`config.mk`:
```
export PLATFORM = sky130hd
export DESIGN_NAME = card_cmd_seq
export DESIGN_NICKNAME = d
export VERILOG_FILES = /design/src/rtl/cardseq_pkg.sv /design/src/rtl/cardseq_fsm.sv /design/src/rtl/cardseq_shaper.sv /design/src/rtl/card_cmd_seq.sv
export SDC_FILE = /design/constraint.sdc
export NUM_CORES = 1
export LEC_CHECK = 0
export ABC_AREA = 0
export BUFFER_PORTS_ARGS = -buffer_cell sky130_fd_sc_hd__buf_2
export CAP_MARGIN = 25
export CORE_MARGIN = 2
export CORE_UTILIZATION = 50
export DETAILED_ROUTE_END_ITERATION = 7
export MAX_ROUTING_LAYER = met4
export PLACE_DENSITY = 0.81
export RECOVER_POWER = 100
export SLEW_MARGIN = 20
export SYNTH_ARGS = -nofsm -noshare
export SYNTH_HDL_FRONTEND = slang
export SYNTH_SLANG_ARGS = --single-unit
```
`constraint.sdc`:
```
create_clock -name clk -period 2.1 [get_ports clk]
set_input_delay 0.21 -clock clk [delete_from_list [all_inputs] [get_ports clk]]
set_output_delay 0.21 -clock clk [all_outputs]
set_load 0.01 [all_outputs]
```
`src/rtl/cardseq_pkg.sv`:
```
package cardseq_pkg;

    localparam int WORD_W      = 32;
    localparam int IDX_W       = 6;
    localparam int LEN_W       = 5;
    localparam int BYTE_W      = 8;
    localparam int SHORT_BYTES = 4;
    localparam int LONG_BYTES  = 16;
    localparam int RESP_WORDS  = (LONG_BYTES * BYTE_W) / WORD_W;

    // command word field positions
    localparam int F_WANT = 6;
    localparam int F_LONG = 7;
    localparam int F_IRQW = 8;
    localparam int F_PEND = 9;
    localparam int F_EN   = 10;

    typedef enum logic [1:0] {
        SQ_IDLE,
        SQ_ASK,
        SQ_RECV
    } sq_state_e;

    typedef enum logic [1:0] {
        OC_NONE,
        OC_SENT,
        OC_RESP,
        OC_TMO
    } outcome_e;

    typedef struct packed {
        logic sent;
        logic resp_end;
        logic tmo;
    } seq_flags_t;

    // classify the card's answer against what the command asked for
    function automatic outcome_e judge_reply(
        input logic             err,
        input logic             want,
        input logic             lng,
        input logic [LEN_W-1:0] n
    );
        if (err)
            return OC_TMO;
        if (!want)
            return OC_SENT;
        if (n == '0)
            return OC_TMO;
        if (n == LEN_W'(SHORT_BYTES) && lng)
            return OC_TMO;
        if (n != LEN_W'(SHORT_BYTES) && n != LEN_W'(LONG_BYTES))
            return OC_TMO;
        return OC_RESP;
    endfunction

endpackage

```
`src/rtl/cardseq_fsm.sv`:
```
module cardseq_fsm
    import cardseq_pkg::*;
#(
    parameter int LW = LEN_W
) (
    input  logic          clk,
    input  logic          rst,
    input  logic          launch,
    input  logic          want,
    input  logic          lng,
    input  logic          card_ack,
    input  logic          card_err,
    input  logic [LW-1:0] card_len,
    input  logic          card_bvalid,
    output logic          card_req,
    output logic          take_byte,
    output logic          fin,
    output outcome_e      fin_kind,
    output logic [LW-1:0] resp_len
);

    sq_state_e      st_q, st_d;
    logic [LW-1:0]  rlen_q, cnt_q;
    outcome_e       verdict;

    assign verdict   = judge_reply(card_err, want, lng, card_len);
    assign card_req  = (st_q == SQ_ASK);
    assign take_byte = (st_q == SQ_RECV) && card_bvalid;
    assign resp_len  = rlen_q;

    always_comb begin
        st_d     = st_q;
        fin      = 1'b0;
        fin_kind = OC_NONE;
        case (st_q)
            SQ_IDLE: begin
                if (launch)
                    st_d = SQ_ASK;
            end
            SQ_ASK: begin
                if (card_ack) begin
                    if (verdict == OC_RESP) begin
                        st_d = SQ_RECV;
                    end else begin
                        fin      = 1'b1;
                        fin_kind = verdict;
                        st_d     = SQ_IDLE;
                    end
                end
            end
            SQ_RECV: begin
                if (card_bvalid && cnt_q == rlen_q - LW'(1)) begin
                    fin      = 1'b1;
                    fin_kind = OC_RESP;
                    st_d     = SQ_IDLE;
                end
            end
            default: st_d = SQ_IDLE;
        endcase
    end

    always_ff @(posedge clk) begin
        if (rst) begin
            st_q   <= SQ_IDLE;
            rlen_q <= '0;
            cnt_q  <= '0;
        end else begin
            st_q <= st_d;
            if (st_q == SQ_ASK && card_ack) begin
                rlen_q <= card_len;
                cnt_q  <= '0;
            end else if (take_byte) begin
                cnt_q <= cnt_q + LW'(1);
            end
        end
    end

endmodule

```
`src/rtl/cardseq_shaper.sv`:
```
module cardseq_shaper
    import cardseq_pkg::*;
#(
    parameter int WW = WORD_W,
    parameter int BW = BYTE_W,
    parameter int NB = LONG_BYTES,
    parameter int LW = LEN_W
) (
    input  logic                     clk,
    input  logic                     rst,
    input  logic                     take_byte,
    input  logic [BW-1:0]            byte_in,
    input  logic                     load,
    input  logic [LW-1:0]            resp_len,
    output logic [(NB*BW/WW)-1:0][WW-1:0] resp_q
);

    localparam int BUF_W = NB * BW;
    localparam int NW    = BUF_W / WW;

    logic [BUF_W-1:0]         buf_q, buf_d;
    logic [NW-1:0][WW-1:0]    shaped;
    logic                     is_long;

    // newest byte enters at the bottom, so the earliest sits highest
    assign buf_d   = take_byte ? {buf_q[BUF_W-BW-1:0], byte_in} : buf_q;
    assign is_long = (resp_len == LW'(NB));

    for (genvar w = 0; w < NW; w++) begin : g_word
        logic [WW-1:0] lw;
        assign lw = buf_d[BUF_W-1-w*WW -: WW];
        if (w == 0) begin : g_first
            assign shaped[w] = is_long ? lw : buf_d[WW-1:0];
        end else if (w == NW-1) begin : g_last
            assign shaped[w] = is_long ? {lw[WW-1:1], 1'b0} : '0;
        end else begin : g_mid
            assign shaped[w] = is_long ? lw : '0;
        end
    end

    always_ff @(posedge clk) begin
        if (rst) begin
            buf_q  <= '0;
            resp_q <= '0;
        end else begin
            buf_q <= buf_d;
            if (load)
                resp_q <= shaped;
        end
    end

endmodule

```
`src/rtl/card_cmd_seq.sv`:
```
module card_cmd_seq
    import cardseq_pkg::*;
(
    input  logic              clk,
    input  logic              rst,
    input  logic              reg_wr,
    input  logic              reg_sel,
    input  logic [WORD_W-1:0] reg_wdata,
    output logic [WORD_W-1:0] arg_word,
    output logic [WORD_W-1:0] cmd_word,
    output logic              card_req,
    output logic [IDX_W-1:0]  card_index,
    output logic [WORD_W-1:0] card_arg,
    input  logic              card_ack,
    input  logic              card_err,
    input  logic [LEN_W-1:0]  card_len,
    input  logic              card_bvalid,
    input  logic [BYTE_W-1:0] card_byte,
    output logic [WORD_W-1:0] resp0,
    output logic [WORD_W-1:0] resp1,
    output logic [WORD_W-1:0] resp2,
    output logic [WORD_W-1:0] resp3,
    output logic              st_sent,
    output logic              st_resp_end,
    output logic              st_timeout,
    output logic              cmd_done,
    output logic              mode_unsup
);

    logic [WORD_W-1:0]                  arg_q, cmd_q;
    seq_flags_t                         flg_q;
    logic                               done_q, unsup_q;
    logic                               busy, wr_ok, cmd_wr, fire, launch;
    logic                               take_byte, fin, load;
    outcome_e                           fin_kind;
    logic [LEN_W-1:0]                   resp_len;
    logic [RESP_WORDS-1:0][WORD_W-1:0]  resp_q;

    // the stored enable bit doubles as the busy indication
    assign busy   = cmd_q[F_EN];
    assign wr_ok  = reg_wr && !busy;
    assign cmd_wr = wr_ok && reg_sel;
    assign fire   = cmd_wr && reg_wdata[F_EN];
    assign launch = fire && !reg_wdata[F_PEND];
    assign load   = fin && (fin_kind == OC_RESP);

    cardseq_fsm #(.LW(LEN_W)) u_fsm (
        .clk         (clk),
        .rst         (rst),
        .launch      (launch),
        .want        (cmd_q[F_WANT]),
        .lng         (cmd_q[F_LONG]),
        .card_ack    (card_ack),
        .card_err    (card_err),
        .card_len    (card_len),
        .card_bvalid (card_bvalid),
        .card_req    (card_req),
        .take_byte   (take_byte),
        .fin         (fin),
        .fin_kind    (fin_kind),
        .resp_len    (resp_len)
    );

    cardseq_shaper #(
        .WW (WORD_W),
        .BW (BYTE_W),
        .NB (LONG_BYTES),
        .LW (LEN_W)
    ) u_shaper (
        .clk       (clk),
        .rst       (rst),
        .take_byte (take_byte),
        .byte_in   (card_byte),
        .load      (load),
        .resp_len  (resp_len),
        .resp_q    (resp_q)
    );

    always_ff @(posedge clk) begin
        if (rst) begin
            arg_q   <= '0;
            cmd_q   <= '0;
            flg_q   <= '0;
            done_q  <= 1'b0;
            unsup_q <= 1'b0;
        end else begin
            done_q  <= fin;
            unsup_q <= fire && (reg_wdata[F_PEND] || reg_wdata[F_IRQW]);
            if (wr_ok && !reg_sel)
                arg_q <= reg_wdata;
            if (cmd_wr) begin
                cmd_q       <= reg_wdata;
                cmd_q[F_EN] <= launch;
            end else if (fin) begin
                cmd_q[F_EN] <= 1'b0;
            end
            if (fin) begin
                case (fin_kind)
                    OC_SENT: flg_q.sent     <= 1'b1;
                    OC_RESP: flg_q.resp_end <= 1'b1;
                    OC_TMO:  flg_q.tmo      <= 1'b1;
                    default: ;
                endcase
            end
        end
    end

    assign arg_word    = arg_q;
    assign cmd_word    = cmd_q;
    assign card_index  = cmd_q[IDX_W-1:0];
    assign card_arg    = arg_q;
    assign resp0       = resp_q[0];
    assign resp1       = resp_q[1];
    assign resp2       = resp_q[2];
    assign resp3       = resp_q[3];
    assign st_sent     = flg_q.sent;
    assign st_resp_end = flg_q.resp_end;
    assign st_timeout  = flg_q.tmo;
    assign cmd_done    = done_q;
    assign mode_unsup  = unsup_q;

endmodule

```
==> flow_metrics.py, run 1 <==
metrics = {
    "floorplan": {
        "dieHeight_microns": 171,
        "start_util": 0.504,
        "floorplan.core_area_sq_um": 27600,
        "std_cell_rows": 61,
        "io_pins": 288,
        "fp.dieW_microns": 171,
        "die_area_sq_um": 29200,
    },
    "synthesis": {
        "synth_seq_area_share": 0.483,
        "yosys_warnings": 0,
        "syn-mean-instance-area_sq_um": 8.89,
        "postSynthCellCount": 1567,
        "mappedNetlistNets": 1624,
        "post_synth_num_cell_types": 52,
        "syn_area_sq_um": 13900,
        "number_of_enable_type_register_cells_in_the_synthesized_netlist": 0,
        "post_synthesis_register_bit_count": 336,
        "synthArstFlopShare": 0,
        "dominantRegCellSynth": "dfxtp_1",
    },
    "min_path": {
        "hold_path_class": "in2reg",
        "hp-start": "card_len[3]",
    },
    "sta": {
        "final_max_tran_viols": 0,
        "total_negative_setup_slacks_ns": -0.0865,
        "finClkSkew_ns": 0.0273,
        "slew_headroom": 0.227,
        "final-setup-viol-count": 7,
        "fin_crit_ns": 2.13,
        "worst_pin_slew_ns": 1.16,
        "hold_ws_ns": 0.0270,
        "unrepaired_setup_endpoints_after_global_routing": "true",
        "final.setup.worst_slack_ns": -0.0280,
        "fmaxAchievable_ghz": 0.470,
        "post-route-period-util": 1.01,
        "hold_viol_final": 0,
    },
    "critical_path": {
        "worst-setup-path-type": "reg2reg",
        "crit_slowest_cell": "mux4_2",
        "timing.critical_path.slowest_cell_delay_ns": 0.53,
        "worst-endpoint-required_ns": 2.52,
        "critical_path.cell_chain": "inv_4 -> ha_4 -> and2_4 -> buf_12 -> mux4_2 -> nand2_1 -> nor4_1 -> a31o_2",
        "worst_r2r_startpoint": "u_fsm.st_q[0]$_SDFFE_PP0P_",
        "setup.worst_path.end_class": "flip-flop",
        "start_kind": "flip-flop",
        "crit_path_start": "u_fsm.st_q[0]$_SDFFE_PP0P_",
        "worst_path_dominant_cell_family": "multiplexers",
        "worstPathMaxFanout": 12,
        "cp_num_buf_inv": 2,
        "worstPathArrival_ns": 2.54,
    },
    "outcome": {
        "run_status": "finished, violations left",
        "failed_checks": "setup timing",
    },
    "finish": {
        "mostFrequentLayoutCells": "nand2_1 (486), dfxtp_1 (331), clkbuf_1 (249), a21oi_1 (176), mux2i_1 (95)",
        "drive_above_1_share": 0.152,
        "layout.cell_area.non_filler_sq_um": 17200,
        "area_growth_pct": 23.7,
        "layout_commonest_cell": "nand2_1",
        "finalNetCount": 1885,
    },
    "clock_network": {
        "path_clk_slew_ns": 0.07,
        "cts.path.max_buffers": 3,
        "cts_tree": "built",
        "worst_skew_pair.late_latency_ns": 0.52,
        "root_buffer": "clkbuf_16",
        "clock_buffers_created_by_tritoncts": 34,
        "htree_levels": 2,
        "clock_sink_count": 336,
    },
    "routing": {
        "finalWirelength_microns": 43300,
        "routed-via-count": 12500,
        "route.antenna.remaining_nets": 0,
        "detail_route.vias_per_cell": 5.60,
        "drt_drc_violations_left": 0,
        "detailed_routing_iteration_count_for_the_pre_antenna_repair_pass": 8,
        "wl_per_cell_microns": 19.4,
        "initialDrtViolationCount": 1319,
    },
    "place": {
        "placement.io_buffers": 286,
        "routabilityCongestion": 0.872,
        "placed_area_sq_um": 15500,
        "pre_cts_ws_ns": -0.0531,
        "dp_hpwl_microns": 27000,
    },
    "global_routing": {
        "grt_util_all_layers": 0.273,
        "grt_antenna_before_repair": 4,
        "global_route.overflow_total": 0,
        "grt_pass1_vias": 11300,
        "grt_pass1_wl_microns": 61200,
        "grt_max_degree": 122,
    },
    "power_and_ir_drop": {
        "leakagePower_uw": 0.00635,
        "finalPower_uw": 13800,
        "power_density_nw_per_um2": 802,
        "power.ir.vdd_worst_uv": 534,
    },
    "run": {
        "max-cap-violations": 0,
    },
}
metal layers:
layer  GRT usage  vias to the layer above  share of wire
met5           -                        -              0
met4      0.0866                        0          0.034
met3      0.0618                      118          0.097
met2       0.450                      696           0.48
met1       0.332                     5939           0.39
li1            -                     5768              -
power by group:
group | total, uW | switching, uW | internal [uW]
combinational | 1150 | 767 | 386
sequential | 6570 | 93.4 | 6480
clock | 6100 | 2520 | 3590
total | 13800 | 3380 | 10500
logic make-up after synthesis:
family                     count (synthesis)  share of synthesized area
and+or+nand+nor                          654                      0.198
DFF                                      336                      0.483
AOI/OAI and AO/OA                        226                     0.0939
buffers and inverters                    177                     0.0664
muxes                                    159                      0.149
xor gates and xnor gates                   9                    0.00565
adders and majority gates                  5                    0.00449
other                                      1                   0.000269
Yosys cell counts, drive strengths merged, types with 3 or more instances:
master    n  area [sq um]
and3      3          18.8
a21oi   176           881
nor3b     4          35.0
nor2     36           135
xor2      5          43.8
nor2b    33           206
inv       9          33.8
mux2     31           390
a31o     25           219
nand4    10          62.6
nor3     35           175
mux4     32           721
mux2i    96           961
clkbuf   79           298
o31ai     8          60.1
nor4     27           175
ha        5          62.6
dfxtp   336          6730
o21ai     3          15.0
nand3     9          50.1
nand2   488          1830
buf      89           594
a31oi     3          40.0
xnor2     4          35.0
repair_timing:
| action | CTS | global route |
|---|---|---|
| hold buffers | 33 | 0 |
| cloned | 1 | 10 |
| endpoints found under the setup margin | 39 | 109 |
| hold endpoints to repair | 62 | 0 |
| setup buffers | 0 | 22 |
| resized for setup | 3 | 32 |
| pin swaps | 0 | 9 |
path summary, 6_finish.rpt:
kind	endpoint	slack (ns)	cells past startpoint
worst max register to register	u_shaper.resp_q[19]$_SDFFE_PP0P_	-0.03	8
worst min-delay path	u_fsm.resp_len[3]$_SDFFE_PP0P_	0.03	3
worst max-delay path	u_shaper.resp_q[19]$_SDFFE_PP0P_	-0.03	8
worst min register to register	st_sent$_SDFFE_PP0P_	0.45	2
layout make-up:
| cell class | count | area, sq um |
|---|---|---|
| antenna | 5 | 12.5 |
| clock buffer | 47 | 961 |
| clock inverter | 12 | 150 |
| fill | 2341 | 10400 |
| inverter | 9 | 37.5 |
| multi-input combinational | 1054 | 6430 |
| sequential | 336 | 6730 |
| tap | 378 | 473 |
| timing repair buffer | 393 | 2440 |
tightest hold or removal path, stage by stage:
cell     delay [ns]
buf_2          0.12
nand3_1        0.09
a21oi_1        0.07
flip-flops by register name (all words and copies together), names as in the netlist, 2 cells and up:
name	count
cmd_word	32
u_fsm.resp_len	5
u_shaper.buf_q	128
u_shaper.resp_q	127
arg_word	32
u_fsm.st_q	2
u_fsm.cnt_q	5
per-stage QoR:
| step | util | cells |
|---|---|---|
| after floorplan | - | 1567 |
| after global placement | 0.562 | 2104 |
| after detailed placement | 0.562 | 2104 |
| after CTS | 0.616 | 2197 |
| after global routing | 0.624 | 2233 |
| final | 0.624 | 2234 |
No activity file was read; power rests on OpenSTA's default activity.
==> run 2: changes to the inputs <==
Settings changed: SKIP_CTS_REPAIR_TIMING set to 1.
Clock period 2.1 ns to 1.9 ns, I/O delays scaled along.
==> flow_metrics.py, run 2 (synthesis gave the netlist of run 1 again) <==
metrics = {
    "global_routing": {
        "global_route.overflow_total": 0,
        "grt_antenna_before_repair": 1,
        "grt_max_degree": 155,
        "grt_pass1_wl_microns": 58800,
        "grt_pass1_vias": 11400,
        "grt_util_all_layers": 0.259,
    },
    "routing": {
        "initialDrtViolationCount": 1110,
        "routed-via-count": 12400,
        "route.antenna.remaining_nets": 0,
        "drt_drc_violations_left": 0,
        "route.top_layer_used": "met4",
        "wl_met2_microns": 19800,
        "wl_per_cell_microns": 18.5,
        "detailed_routing_iteration_count_for_the_pre_antenna_repair_pass": 5,
        "detail_route.vias_per_cell": 5.53,
        "finalWirelength_microns": 41500,
        "met1_length_microns": 16400,
        "wl_met3_microns": 3580,
    },
    "critical_path": {
        "cp_num_buf_inv": 3,
        "crit_path_start": "u_fsm.resp_len[1]$_SDFFE_PP0P_",
        "worst-endpoint-required_ns": 2.36,
        "worstPathMaxFanout": 35,
        "worstPathArrival_ns": 2.49,
        "worst_path_dominant_cell_family": "simple AND/OR/NAND/NOR gates",
        "timing.critical_path.slowest_cell_delay_ns": 0.39,
        "setup.worst_path.end_class": "flip-flop",
        "worst-setup-path-type": "reg2reg",
        "critical_path.cell_chain": "inv_2 -> ha_4 -> xor2_1 -> and3_1 -> buf_4 -> nand3_1 -> buf_12 -> nor4_1 -> a31o_2",
        "start_kind": "flip-flop",
        "crit_slowest_cell": "nor4_1",
        "worst_r2r_startpoint": "u_fsm.resp_len[1]$_SDFFE_PP0P_",
    },
    "sta": {
        "total_negative_setup_slacks_ns": -5.14,
        "post-route-period-util": 1.07,
        "fin_crit_ns": 2.03,
        "final.setup.worst_slack_ns": -0.134,
        "final_max_tran_viols": 0,
        "unrepaired_setup_endpoints_after_global_routing": "true",
        "hold_viol_final": 0,
        "fmaxAchievable_ghz": 0.492,
        "finClkSkew_ns": 0.0227,
        "final-setup-viol-count": 122,
        "worst_pin_slew_ns": 0.770,
        "slew_headroom": 0.487,
    },
    "place": {
        "placement.io_buffers": 286,
        "numPlacedInstances": 2142,
        "routabilityCongestion": 0.886,
        "dp_hpwl_microns": 26400,
    },
    "clock_network": {
        "worst_skew_pair.late_latency_ns": 0.52,
        "clock_sink_count": 336,
        "cts_tree": "built",
        "cts.path.max_buffers": 3,
        "root_buffer": "clkbuf_16",
        "path_clk_slew_ns": 0.06,
        "clock_buffers_created_by_tritoncts": 36,
        "htree_levels": 2,
    },
    "run": {
        "max-cap-violations": 0,
    },
    "power_and_ir_drop": {
        "power_density_nw_per_um2": 902,
        "power.ir.vdd_worst_uv": 575,
        "leakagePower_uw": 0.00646,
    },
    "outcome": {
        "failed_checks": "setup timing",
        "run_status": "finished, violations left",
    },
    "finish": {
        "area_growth_pct": 25.7,
        "stdcell_count": 2247,
        "largest_reg_flops": 128,
        "biggestRegsByFlops": "u_shaper.buf_q (128), u_shaper.resp_q (127)",
        "layout_commonest_cell": "nand2_1",
        "largest-register": "u_shaper.buf_q",
        "mostFrequentLayoutCells": "nand2_1 (477), dfxtp_1 (329), clkbuf_1 (245), a21oi_1 (176), mux2i_1 (93)",
        "finalNetCount": 1901,
        "drive_above_1_share": 0.180,
    },
    "floorplan": {
        "dieHeight_microns": 171,
        "std_cell_rows": 61,
        "io_pins": 288,
        "die_area_sq_um": 29200,
        "start_util": 0.504,
        "floorplan.core_area_sq_um": 27600,
        "fp.dieW_microns": 171,
    },
    "min_path": {
        "hp-start": "card_ack",
        "hold_path_class": "in2reg",
    },
}
==> run 2: changes by cell type in the layout (fill, tap and decap cells not counted), moves of 3 or more <==
cell	previous run	this run
o31ai_2	0	3
nand2_2	2	10
nor4_2	1	19
nand2_1	486	477
buf_6	3	7
diode_2	5	1
nor4_1	25	8
buf_4	31	56
o31ai_1	8	4
clkbuf_1	249	245
==> run 2: routing by layer <==
layer,up-vias,track usage
li1,5811,-
met1,5856,0.319
met2,647,0.420
met3,114,0.0511
met4,0,0.0987
met5,-,-
==> run 2: where the power goes <==
group | switching [uW] | internal [uW] | total [uW]
Combinational | 906 | 531 | 1440
Sequential | 97.5 | 7160 | 7260
Clock | 2830 | 4280 | 7110
Total | 3830 | 12000 | 15800
==> run 2: worst register-to-register path, cell delays in order (launching register included) <==
cell     delay (ns)
dfxtp_2        0.34
inv_2          0.04
ha_4           0.25
xor2_1         0.13
and3_1         0.18
buf_4          0.12
nand3_1        0.12
buf_12         0.21
nor4_1         0.42
a31o_2         0.17
==> run 2: worst paths after layout <==
kind / end / slack [ns] / depth (start not counted)
worst min-delay path: u_fsm.resp_len[4]$_SDFFE_PP0P_ / 0.05 / 3
worst max-delay path: u_shaper.resp_q[28]$_SDFFE_PP0P_ / -0.13 / 9
worst min register to register: st_resp_end$_SDFFE_PP0P_ / 0.45 / 2
worst max register to register: u_shaper.resp_q[28]$_SDFFE_PP0P_ / -0.13 / 9
==> run 2: area by class of cell <==
type,instances,area (sq um)
Timing Repair Buffer,407,2480
Fill cell,2299,10100
Clock inverter,12,173
Inverter,9,35.0
Antenna cell,1,2.50
Multi-Input combinational cell,1054,6600
Clock buffer,50,1010
Tap cell,378,473
Sequential cell,336,6740
==> run 2: stage by stage <==
stage / setup WS [ns] / utilization / hold slack, ns / power, uW / area, sq um
finish: -0.134 / 0.634 / 0.0506 / 15800 / 17500
global route: -0.247 / 0.634 / 0.0495 / 16300 / 17500
CTS: -0.216 / 0.616 / -0.0867 / 15700 / 17000
detailed placement: -0.119 / 0.573 / 0.436 / 8670 / 15800
global placement: -0.0524 / 0.573 / 0.430 / 8640 / 15800
floorplan: -0.0837 / - / 0.326 / 8170 / 14100
